--- src/rtl/rstseq_pkg.sv ---
package rstseq_pkg;
  localparam int CFG_W    = 8;
  localparam int SRST_BIT = 0;
  localparam int FIELD_W  = CFG_W - 1;
  typedef logic [FIELD_W-1:0] field_t;
  localparam field_t FIELD_DEF = 7'h15;
endpackage

--- src/rtl/rstseq_sync.sv ---
module rstseq_sync #(
  parameter int STAGES = 2
) (
  input  logic clk_i,
  input  logic rst_ni,
  input  logic hold_i,
  output logic rst_no,
  output logic rst_next_o
);
  logic [STAGES-1:0] q;

  // last stage also absorbs the soft-reset hold
  assign rst_next_o = q[STAGES-2] & ~hold_i;
  assign rst_no     = q[STAGES-1];

  always_ff @(posedge clk_i or negedge rst_ni) begin
    if (!rst_ni) begin
      q <= '0;
    end else begin
      q[0] <= 1'b1;
      for (int i = 1; i < STAGES-1; i++) q[i] <= q[i-1];
      q[STAGES-1] <= rst_next_o;
    end
  end
endmodule

--- src/rtl/rstseq_soft.sv ---
module rstseq_soft
  import rstseq_pkg::*;
#(
  parameter int HOLD_CYCLES = 64
) (
  input  logic             clk_i,
  input  logic             rst_ni,
  input  logic             we_i,
  input  logic [CFG_W-1:0] wdata_i,
  output logic [CFG_W-1:0] rdata_o,
  output logic             busy_next_o
);
  localparam int CNT_W = (HOLD_CYCLES > 2) ? $clog2(HOLD_CYCLES) : 1;

  logic             busy_q;
  logic [CNT_W-1:0] cnt_q;
  field_t           field_q;
  logic             start, last;

  assign start       = we_i & wdata_i[SRST_BIT] & ~busy_q;
  assign last        = busy_q & (cnt_q == '0);
  assign busy_next_o = start | (busy_q & ~last);
  assign rdata_o     = {field_q, busy_q};

  always_ff @(posedge clk_i or negedge rst_ni) begin
    if (!rst_ni) begin
      busy_q  <= 1'b0;
      cnt_q   <= '0;
      field_q <= FIELD_DEF;
    end else if (busy_q) begin
      if (last) begin
        busy_q  <= 1'b0;
        field_q <= FIELD_DEF;
      end else begin
        cnt_q <= cnt_q - 1'b1;
      end
    end else if (start) begin
      busy_q <= 1'b1;
      cnt_q  <= CNT_W'(HOLD_CYCLES - 1);
    end else if (we_i) begin
      field_q <= wdata_i[CFG_W-1:1];
    end
  end
endmodule

--- src/rtl/rstseq_phase.sv ---
module rstseq_phase (
  input  logic clk_i,
  input  logic rst_ni,
  input  logic rst_cur_i,
  input  logic rst_next_i,
  output logic phase_o
);
  logic phase_q;
  assign phase_o = phase_q;

  // forced low on the edge the reset asserts and while it stays asserted
  always_ff @(posedge clk_i or negedge rst_ni) begin
    if (!rst_ni) phase_q <= 1'b0;
    else         phase_q <= (rst_cur_i & rst_next_i) ? ~phase_q : 1'b0;
  end
endmodule

--- src/rtl/rstseq_top.sv ---
module rstseq_top
  import rstseq_pkg::*;
#(
  parameter int SYNC_STAGES = 2,
  parameter int HOLD_CYCLES = 64
) (
  input  logic             clk_i,
  input  logic             rst_ni,
  input  logic             cfg_we_i,
  input  logic [CFG_W-1:0] cfg_wdata_i,
  output logic [CFG_W-1:0] cfg_rdata_o,
  output logic             dn_rst_no,
  output logic             phase_no
);
  logic soft_next;
  logic rst_next;

  rstseq_soft #(.HOLD_CYCLES(HOLD_CYCLES)) u_soft (
    .clk_i       (clk_i),
    .rst_ni      (rst_ni),
    .we_i        (cfg_we_i),
    .wdata_i     (cfg_wdata_i),
    .rdata_o     (cfg_rdata_o),
    .busy_next_o (soft_next)
  );

  rstseq_sync #(.STAGES(SYNC_STAGES)) u_sync (
    .clk_i      (clk_i),
    .rst_ni     (rst_ni),
    .hold_i     (soft_next),
    .rst_no     (dn_rst_no),
    .rst_next_o (rst_next)
  );

  rstseq_phase u_phase (
    .clk_i      (clk_i),
    .rst_ni     (rst_ni),
    .rst_cur_i  (dn_rst_no),
    .rst_next_i (rst_next),
    .phase_o    (phase_no)
  );
endmodule

--- config.mk ---
export PLATFORM = sky130hd
export DESIGN_NAME = rstseq_top
export DESIGN_NICKNAME = d
export VERILOG_FILES = /design/src/rtl/rstseq_pkg.sv /design/src/rtl/rstseq_sync.sv /design/src/rtl/rstseq_soft.sv /design/src/rtl/rstseq_phase.sv /design/src/rtl/rstseq_top.sv
export SDC_FILE = /design/constraint.sdc
export NUM_CORES = 1
export LEC_CHECK = 0
export CAP_MARGIN = 20
export CORE_MARGIN = 1.5
export CORE_UTILIZATION = 33
export CTS_BUF_LIST = sky130_fd_sc_hd__clkbuf_4 sky130_fd_sc_hd__clkbuf_8
export DETAILED_ROUTE_END_ITERATION = 12
export MAX_ROUTING_LAYER = met4
export SYNTH_ARGS = -nofsm -noshare
export SYNTH_HDL_FRONTEND = slang
export SYNTH_SLANG_ARGS = --single-unit
--- constraint.sdc ---
create_clock -name clk_i -period 4.8 [get_ports clk_i]
set_clock_uncertainty 0.2 [all_clocks]
set_input_delay 1.2 -clock clk_i [delete_from_list [all_inputs] [get_ports clk_i]]
set_output_delay 1.2 -clock clk_i [all_outputs]
set_load 0.02 [all_outputs]
== Word-level counts from Yosys, hierarchy flattened ==
Cells that the tools add are included.

* Bits in registers: 17
* Input port bits: 11
* Output and inout port bits: 10
* Word-level logic and storage cells: 36

* Add/subtract/negate cells: 1
* Eq/ne operators: 3
* Muxes and demuxes: 11
* Bitwise operators: 11
* Reduce and logical (&&, ||, !) cells: 5

{| class="wikitable"
|+ Operators by type and width
! cell !! count
|-
| 2-to-1 mux 7 bit || 4
|-
| 2-to-1 mux 6 bit || 3
|-
| AND 1 bit || 6
|-
| zero test 6 bit || 1
|-
| subtractor 6 x 1 -> 6 bit, second input constant || 1
|-
| 2-to-1 mux 1 bit || 4
|-
| != test 2 bit, second input constant || 2
|-
| NOT 1 bit || 4
|-
| nonzero test 2 bit || 2
|-
| AND reduction 3 bit || 1
|-
| != test 2 x 1 -> 1 bit, second input constant || 1
|-
| AND reduction 2 bit || 1
|-
| OR 1 bit || 1
|}

== Longest topological paths before layout ==
Gate-level depths: netlist of the first run.

* Depth in word-level cells: 9
* Depth in mapped cells: 5
* Mapped depth without buffers: 5

== Hierarchy ==
A second synthesis of the first run with hierarchy kept.

* Cell total of the unflattened synthesis: 79
* Area total of the unflattened synthesis: 810.8 um^2

{| class="wikitable"
|+ Modules (own cells, without submodules)
! module !! times used !! cells an instance !! area an instance (um^2) !! seq. area each (um^2)
|-
| rstseq_soft || 1 || 73 || 709.4 || 354.1
|-
| rstseq_sync || 1 || 4 || 67.6 || 50.0
|-
| rstseq_phase || 1 || 2 || 33.8 || 25.0
|}

== Worst setup path after synthesis of the first run ==
OpenSTA, ideal clock, no wires.

* Kind: input -> register
* From: input port cfg_wdata_i[0]
* To: register u_soft.field_q[1]
* Library setup time: 0.127 ns
* Arrival: 1.904 ns
* Required time: 4.473 ns
* Setup slack: 2.569 ns
* Cell stages on the path: 4
* Path buffers: 1
* Cells stage by stage: or3b_2 clkbuf_1 nand2_1 o21ai_0

* Cells in the longest elaborated chain, start to end: 4

{| class="wikitable"
|+ Ends and longest elaborated chain
! what !! RTL line !! source
|-
| start, declared || rstseq_top.sv:10 || <nowiki>input logic [CFG_W-1:0] cfg_wdata_i,</nowiki>
|-
| AND 1 bit (2 in series) || rstseq_soft.sv:20 || <nowiki>assign start = we_i & wdata_i[SRST_BIT] & ~busy_q;</nowiki>
|-
| != test 2 x 1 -> 1 bit (no source line) || n/a ||
|-
| AND reduction 3 bit (no source line) || n/a ||
|-
| end signal, assigned || rstseq_soft.sv:41 || <nowiki>field_q <= wdata_i[CFG_W-1:1];</nowiki>
|-
| end, declared || rstseq_soft.sv:17 || <nowiki>field_t field_q;</nowiki>
|}

No other way between the ends.
A chain may end at the register's enable or synchronous reset.

== Worst setup path in the final report of the first run ==
* From: register u_soft.field_q[2]
* To: output port cfg_rdata_o[3]

{| class="wikitable"
|+ RTL lines
! what !! RTL line !! source
|-
| end, declared || rstseq_top.sv:11 || <nowiki>output logic [CFG_W-1:0] cfg_rdata_o,</nowiki>
|}

No word-level cell between the ends.

==> results of run 1 <==
-- power by group --
part           leakage (nW)  switching [W]   total, W  internal, W
Clock                0.0139      0.0000470  0.0000786    0.0000317
Combinational         0.248       0.000138   0.000284     0.000146
Sequential            0.201      0.0000549   0.000266     0.000211
-- kinds of logic (layout without fill, tap and decap cells) --
kind of cell,after synthesis,count (layout),share of synthesized area (%)
mux,3,3,3.56
buf+inv,6,28,3.11
simple gates,34,34,24.6
flops,17,17,50.8
compound gates,19,19,14.5
other cells,1,1,0.444
fa+ha+maj,2,2,2.96
-- layout make-up --
class | instances | area (sq um) | area share (%)
tap | 30 | 37.5 | 3.41
clock buffer | 3 | 22.5 | 2.05
sequential | 17 | 429 | 39.0
clock inverter | 1 | 7.51 | 0.682
timing repair buffer | 20 | 200 | 18.2
multi-input combinational | 59 | 389 | 35.3
inverter | 4 | 15.0 | 1.36
-- layout by cell type (no fill, tap or decap) --
cell type / instances
a2111oi_0: 1
a211o_1: 1
a211o_2: 1
a211oi_1: 2
a21boi_0: 2
a21oi_1: 6
a311o_1: 1
and2_1: 3
and2b_1: 1
and3b_1: 1
and4bb_2: 1
clkbuf_4: 3
clkdlybuf4s50_1: 20
clkinvlp_4: 1
conb_1: 1
dfrtp_1: 14
dfstp_2: 3
ha_1: 2
inv_1: 4
mux2i_1: 3
nand2_1: 9
nand2b_1: 1
nand3b_1: 1
nor2_1: 10
nor3_1: 1
nor3b_1: 1
nor3b_4: 2
o21ai_0: 5
or3_2: 1
or3b_1: 1
or3b_2: 1
-- state kept, by name, indices dropped and copies added (netlist names) --
signal,count
u_soft.field_q,7
u_soft.busy_q,1
u_phase.phase_o,1
u_soft.cnt_q,6
u_sync.q,2
-- layer usage --
layer / global-route usage (%) / part of all wire [%]
met1: 17.7 / 49
met2: 22.0 / 47
met3: 5.83 / 3.1
met4: 2.56 / 0.77
met5: - / 0
-- stage by stage --
step / area (sq um) / total power [W] / util (%) / cells
final: 1100 / 0.000628 / 44.9 / 134
after global placement: 1070 / 0.000546 / 43.6 / 130
after floorplan: 845 / 0.000447 / - / 82
after detailed placement: 1070 / 0.000555 / 43.6 / 130
after global routing: 1100 / 0.000682 / 44.9 / 134
after CTS: 1100 / 0.000637 / 44.9 / 134
-- worst reg2reg max path: stages, from the launching register on --
cell       delay [ps]
dfrtp_1           420
inv_1             100
ha_1              180
nor3b_4           340
a2111oi_0         180
a211o_2           330
-- worst paths after layout --
path,from,to,depth (start not counted)
max in group asynchronous,rst_ni,u_soft.cnt_q[4],1
max,u_soft.field_q[2],cfg_rdata_o[3],1
min reg2reg,u_sync.q[0],u_sync.q[1],1
min,u_sync.q[0],u_sync.q[1],1
max reg2reg,u_soft.cnt_q[0],u_soft.cnt_q[2],5
min in group asynchronous,rst_ni,u_soft.field_q[6],1
==> impl_metrics.tcl, run 1 <==
set metrics [dict create \
    hold_slack_ps 296 \
    syn_to_final_growth_pct 30.4 \
    route.detailed.drc 0 \
    yosysMostFrequentCell "dfrtp_1" \
    ys_async_sr_fraction_pct 100 \
    synthCells 82 \
    max_freq_ghz 0.353 \
    drv_slew 0 \
    fp.dieArea_sq_mm 0.00287 \
    path_max_fanout 2 \
    post_cts_resized 0 \
    cts_htree_levels 1 \
    yosysWarnings 0 \
    crit_chain "clkdlybuf4s50_1" \
    cts_tree "built" \
    finalHoldViolCount 0 \
    drive_above_1_share_pct 12.5 \
    status "finished, final reports clean" \
    grt_pass1_wl_mm 2.84 \
    worstPathArrival_ps 1430 \
    drv_cap 0 \
    ir_drop_v 0.000308 \
    insertedDiodeCount 0 \
    dp.final_hpwl_mm 1.28 \
    cts-root-buf "clkbuf_4" \
    synth_commonest_cells "14 x dfrtp_1, 10 x nor2_1, 9 x nand2_1, 6 x a21oi_1, 5 x o21ai_0" \
    regToRegSetupSlack_ps 2950 \
    synth-seq-area-share_pct 50.8 \
    cts.path.max_buffers 2 \
    core_area_sq_mm 0.00245 \
    vias_per_cell 4.81 \
    crit_buf_inv 1 \
    worstSkewPairLatency_ps 290 \
    ant_nets 0 \
    cts_sinks 17 \
    initial_core_util_pct 34.4 \
    synth_top_flop_cell "dfrtp_1" \
    synth_area_leader_cell "dfrtp_1" \
    first_pass_iters 3 \
    clkTransAtPathRegs_ps 100 \
    gp_congestion 0.675 \
    hp-class "reg -> reg" \
    crit_type "reg -> out" \
    syn_area_sq_um 845 \
    synth_fp_nets 95 \
    finalCritPeriodShare_pct 59.0 \
    drt_iter0_markers 9 \
    die_w_microns 53.6 \
    gr-total-overflow 0 \
    power_leakage_nw 0.463 \
    fillCellCount 246 \
    wl_per_cell_microns 12.6 \
    startpoint_type "flip-flop" \
    critPathTopFamily "buffers and inverters" \
    cts_setup_buffers 0 \
    totalNegativeSetupSlack_ps 0 \
    die_y_microns 53.6 \
    nets 118 \
    cp.required_ps 3400 \
    grt_pass1_vias 612 \
    ys_top_cells_by_area "dfrtp_1 41%, dfstp_2 9.3%, nor2_1 4.4%, nor3b_4 4.4%, nand2_1 4.0%" \
    pre_cts_slack_ps 1820 \
    end_kind "primary output" \
    slew-limit-headroom_pct 43.9 \
    ioPinCount 21 \
    grt_max_degree 18 \
    avgSynthCellArea_sq_um 10.3 \
    synth_edf_count 0 \
    wl_mm 1.69 \
    antenna_found_initial 0 \
    ys_ff_latch 17 \
    io_buffers 20 \
    synth_cell_types 30 \
    critPathMaxStageDelay_ps 600 \
    grt_usage_pct 14.2 \
    rsz0062_at_grt "no" \
    synthDominantCellAreaShare_pct 41.5 \
    final.min_clock_period_ps 2830 \
    cp_slowest_cell "clkdlybuf4s50_1" \
    worst-slew-pin-transition_ps 839 \
    vias 645 \
    setup_slack_ps 1970 \
    rows 18 \
    p_per_area_mw_per_mm2 570 \
    cts_hold_buf 0 \
    finalSetupViolCount 0 \
    cts_made_buffers 3 \
]
(Power assumes the default switching activity.)
==> run 2, diff against run 1 <==
clock period = 2.6 ns   (was 4.8 ns; I/O delays follow)
==> run 2 against run 1 <==
  * Die area did not move
  * Combinational power increased by 86%
  * Sequential power is 83% higher
  * Via count increased by 2.5%
  * Non-clock buffer count up 2
  * Utilization is 0.61 points higher
  * Flip-flop and latch count is the same
  * Largest power group unchanged
  * Highest routed layer unchanged
==> impl_metrics.tcl, run 2 (synthesis gave the netlist of run 1 again) <==
set metrics [dict create \
    status "finished, final reports clean" \
    fillCellCount 244 \
    cts_setup_buffers 0 \
    grtUsageMet2_pct 20.4 \
    largest_reg_flops 7 \
    drt_iter0_markers 19 \
    path_max_fanout 2 \
    internal-power_w 0.000719 \
    ir_drop_v 0.000620 \
    syn_to_final_growth_pct 32.1 \
    cts_sinks 17 \
    initial_core_util_pct 34.4 \
    hp-class "reg -> reg" \
    drive_above_1_share_pct 14.2 \
    instances_no_fill 136 \
    gr-usage-met3_pct 5.83 \
    final.min_clock_period_ps 2270 \
    cts_tree "built" \
    drv_slew 0 \
    finalCritPeriodShare_pct 87.4 \
    end_kind "primary output" \
    vias 661 \
    hold_slack_ps 296 \
    reg.largest.list "u_soft.field_q x7, u_soft.cnt_q x6, u_sync.q x2" \
    final_common_cell "clkdlybuf4s50_1" \
    comb_power_share_pct 45.5 \
    nets 120 \
    grt_pass1_vias 628 \
    first_pass_iters 4 \
    grt_usage_pct 13.8 \
    finalSetupViolCount 0 \
    critPathMaxStageDelay_ps 600 \
    finalHoldViolCount 0 \
    slew-limit-headroom_pct 63.8 \
    die_w_microns 53.6 \
    io_buffers 20 \
    fp.dieArea_sq_mm 0.00287 \
    worst-slew-pin-transition_ps 542 \
    wl_mm 1.63 \
    rsz0062_at_grt "no" \
    ioPinCount 21 \
    final_cell_mix "20 x clkdlybuf4s50_1, 14 x dfrtp_1, 10 x nor2_1, 9 x nand2_1, 6 x a21oi_1" \
    ant_nets 0 \
    cp.required_ps 1750 \
    rows 18 \
    clkTransAtPathRegs_ps 110 \
    max_freq_ghz 0.440 \
    core_area_sq_mm 0.00245 \
    cts_htree_levels 1 \
    p_per_area_mw_per_mm2 1040 \
    cts_made_buffers 3 \
    totalNegativeSetupSlack_ps 0 \
    cts_hold_buf 0 \
    pwr-share-clk_pct 12.4 \
    insertedDiodeCount 0 \
    pwr-share-seq_pct 42.0 \
    worstSkewPairLatency_ps 290 \
    dp.final_hpwl_mm 1.27 \
    die_y_microns 53.6 \
    swShare_pct 38.0 \
    post_cts_resized 0 \
    gp_congestion 0.730 \
    wl_per_cell_microns 12.0 \
    route.detailed.drc 0 \
    top_usage_layer "met2" \
    antenna_found_initial 0 \
    switchingPower_w 0.000441 \
    grtUsageMet1_pct 17.7 \
    top_register "u_soft.field_q" \
    grt_pass1_wl_mm 2.73 \
    worstPathArrival_ps 1420 \
    dp_cells 132 \
    crit_chain "clkdlybuf4s50_1" \
    grt_max_degree 18 \
    drv_cap 0 \
    critPathTopFamily "buffers and inverters" \
    crit_buf_inv 1 \
    crit_type "reg -> out" \
    cts-root-buf "clkbuf_4" \
    gr-total-overflow 0 \
    startpoint_type "flip-flop" \
    cp_slowest_cell "clkdlybuf4s50_1" \
    vias_per_cell 4.86 \
    power_leakage_nw 0.473 \
    cts.path.max_buffers 2 \
]
==> run 2: per-stage QoR <==
step	util (%)	power (W)	area [sq um]	setup slack, ps
2_1_floorplan	-	0.000825	845	919
3_3_place_gp	44.2	0.00101	1090	354
3_5_place_dp	44.2	0.00103	1090	341
4_1_cts	45.5	0.00118	1120	311
5_1_grt	45.5	0.00126	1120	272
6_report	45.5	0.00116	1120	327
==> run 2: cell type report <==
class	count	area [sq um]	area share [%]
clock buffer	3	22.5	2.02
timing repair buffer	22	215	19.3
tap	30	37.5	3.36
inverter	4	15.0	1.35
multi-input combinational	59	389	34.9
clock inverter	1	7.51	0.673
sequential	17	429	38.5
==> run 2: per-layer routing <==
| layer | vias up | share of wire [%] |
|---|---|---|
| met5 | - | 0 |
| met4 | 0 | 0.61 |
| met3 | 2 | 4.9 |
| met2 | 14 | 46 |
| met1 | 311 | 48 |
| li1 | 334 | - |
==> run 2: worst paths after layout <==
| path | from | end | slack (ps) | cells past startpoint |
|---|---|---|---|---|
| min in group asynchronous | rst_ni | u_soft.field_q[5] | 460 | 2 |
| max in group asynchronous | rst_ni | u_soft.field_q[4] | 1480 | 2 |
| setup reg to reg | u_soft.cnt_q[0] | u_soft.cnt_q[2] | 740 | 5 |
| setup / recovery | u_soft.field_q[2] | cfg_rdata_o[3] | 330 | 1 |
| hold / removal | u_sync.q[0] | u_sync.q[1] | 300 | 1 |
| hold reg to reg | u_sync.q[0] | u_sync.q[1] | 300 | 1 |
==> run 2: power by group through the flow <==
stage                     Sequential [W]  Combinational [W]  Clock [W]
after floorplan                 0.000550           0.000275          0
after global placement          0.000494           0.000519          0
after detailed placement        0.000496           0.000530          0
after CTS                       0.000491           0.000534   0.000151
after global routing            0.000506           0.000593   0.000162
final                           0.000488           0.000529   0.000144
==> run 2: worst register-to-register path: stages (launching register included) <==
cell,delay [ps]
dfrtp_1,410
inv_1,100
ha_1,190
nor3b_4,350
a2111oi_0,170
a211o_2,330
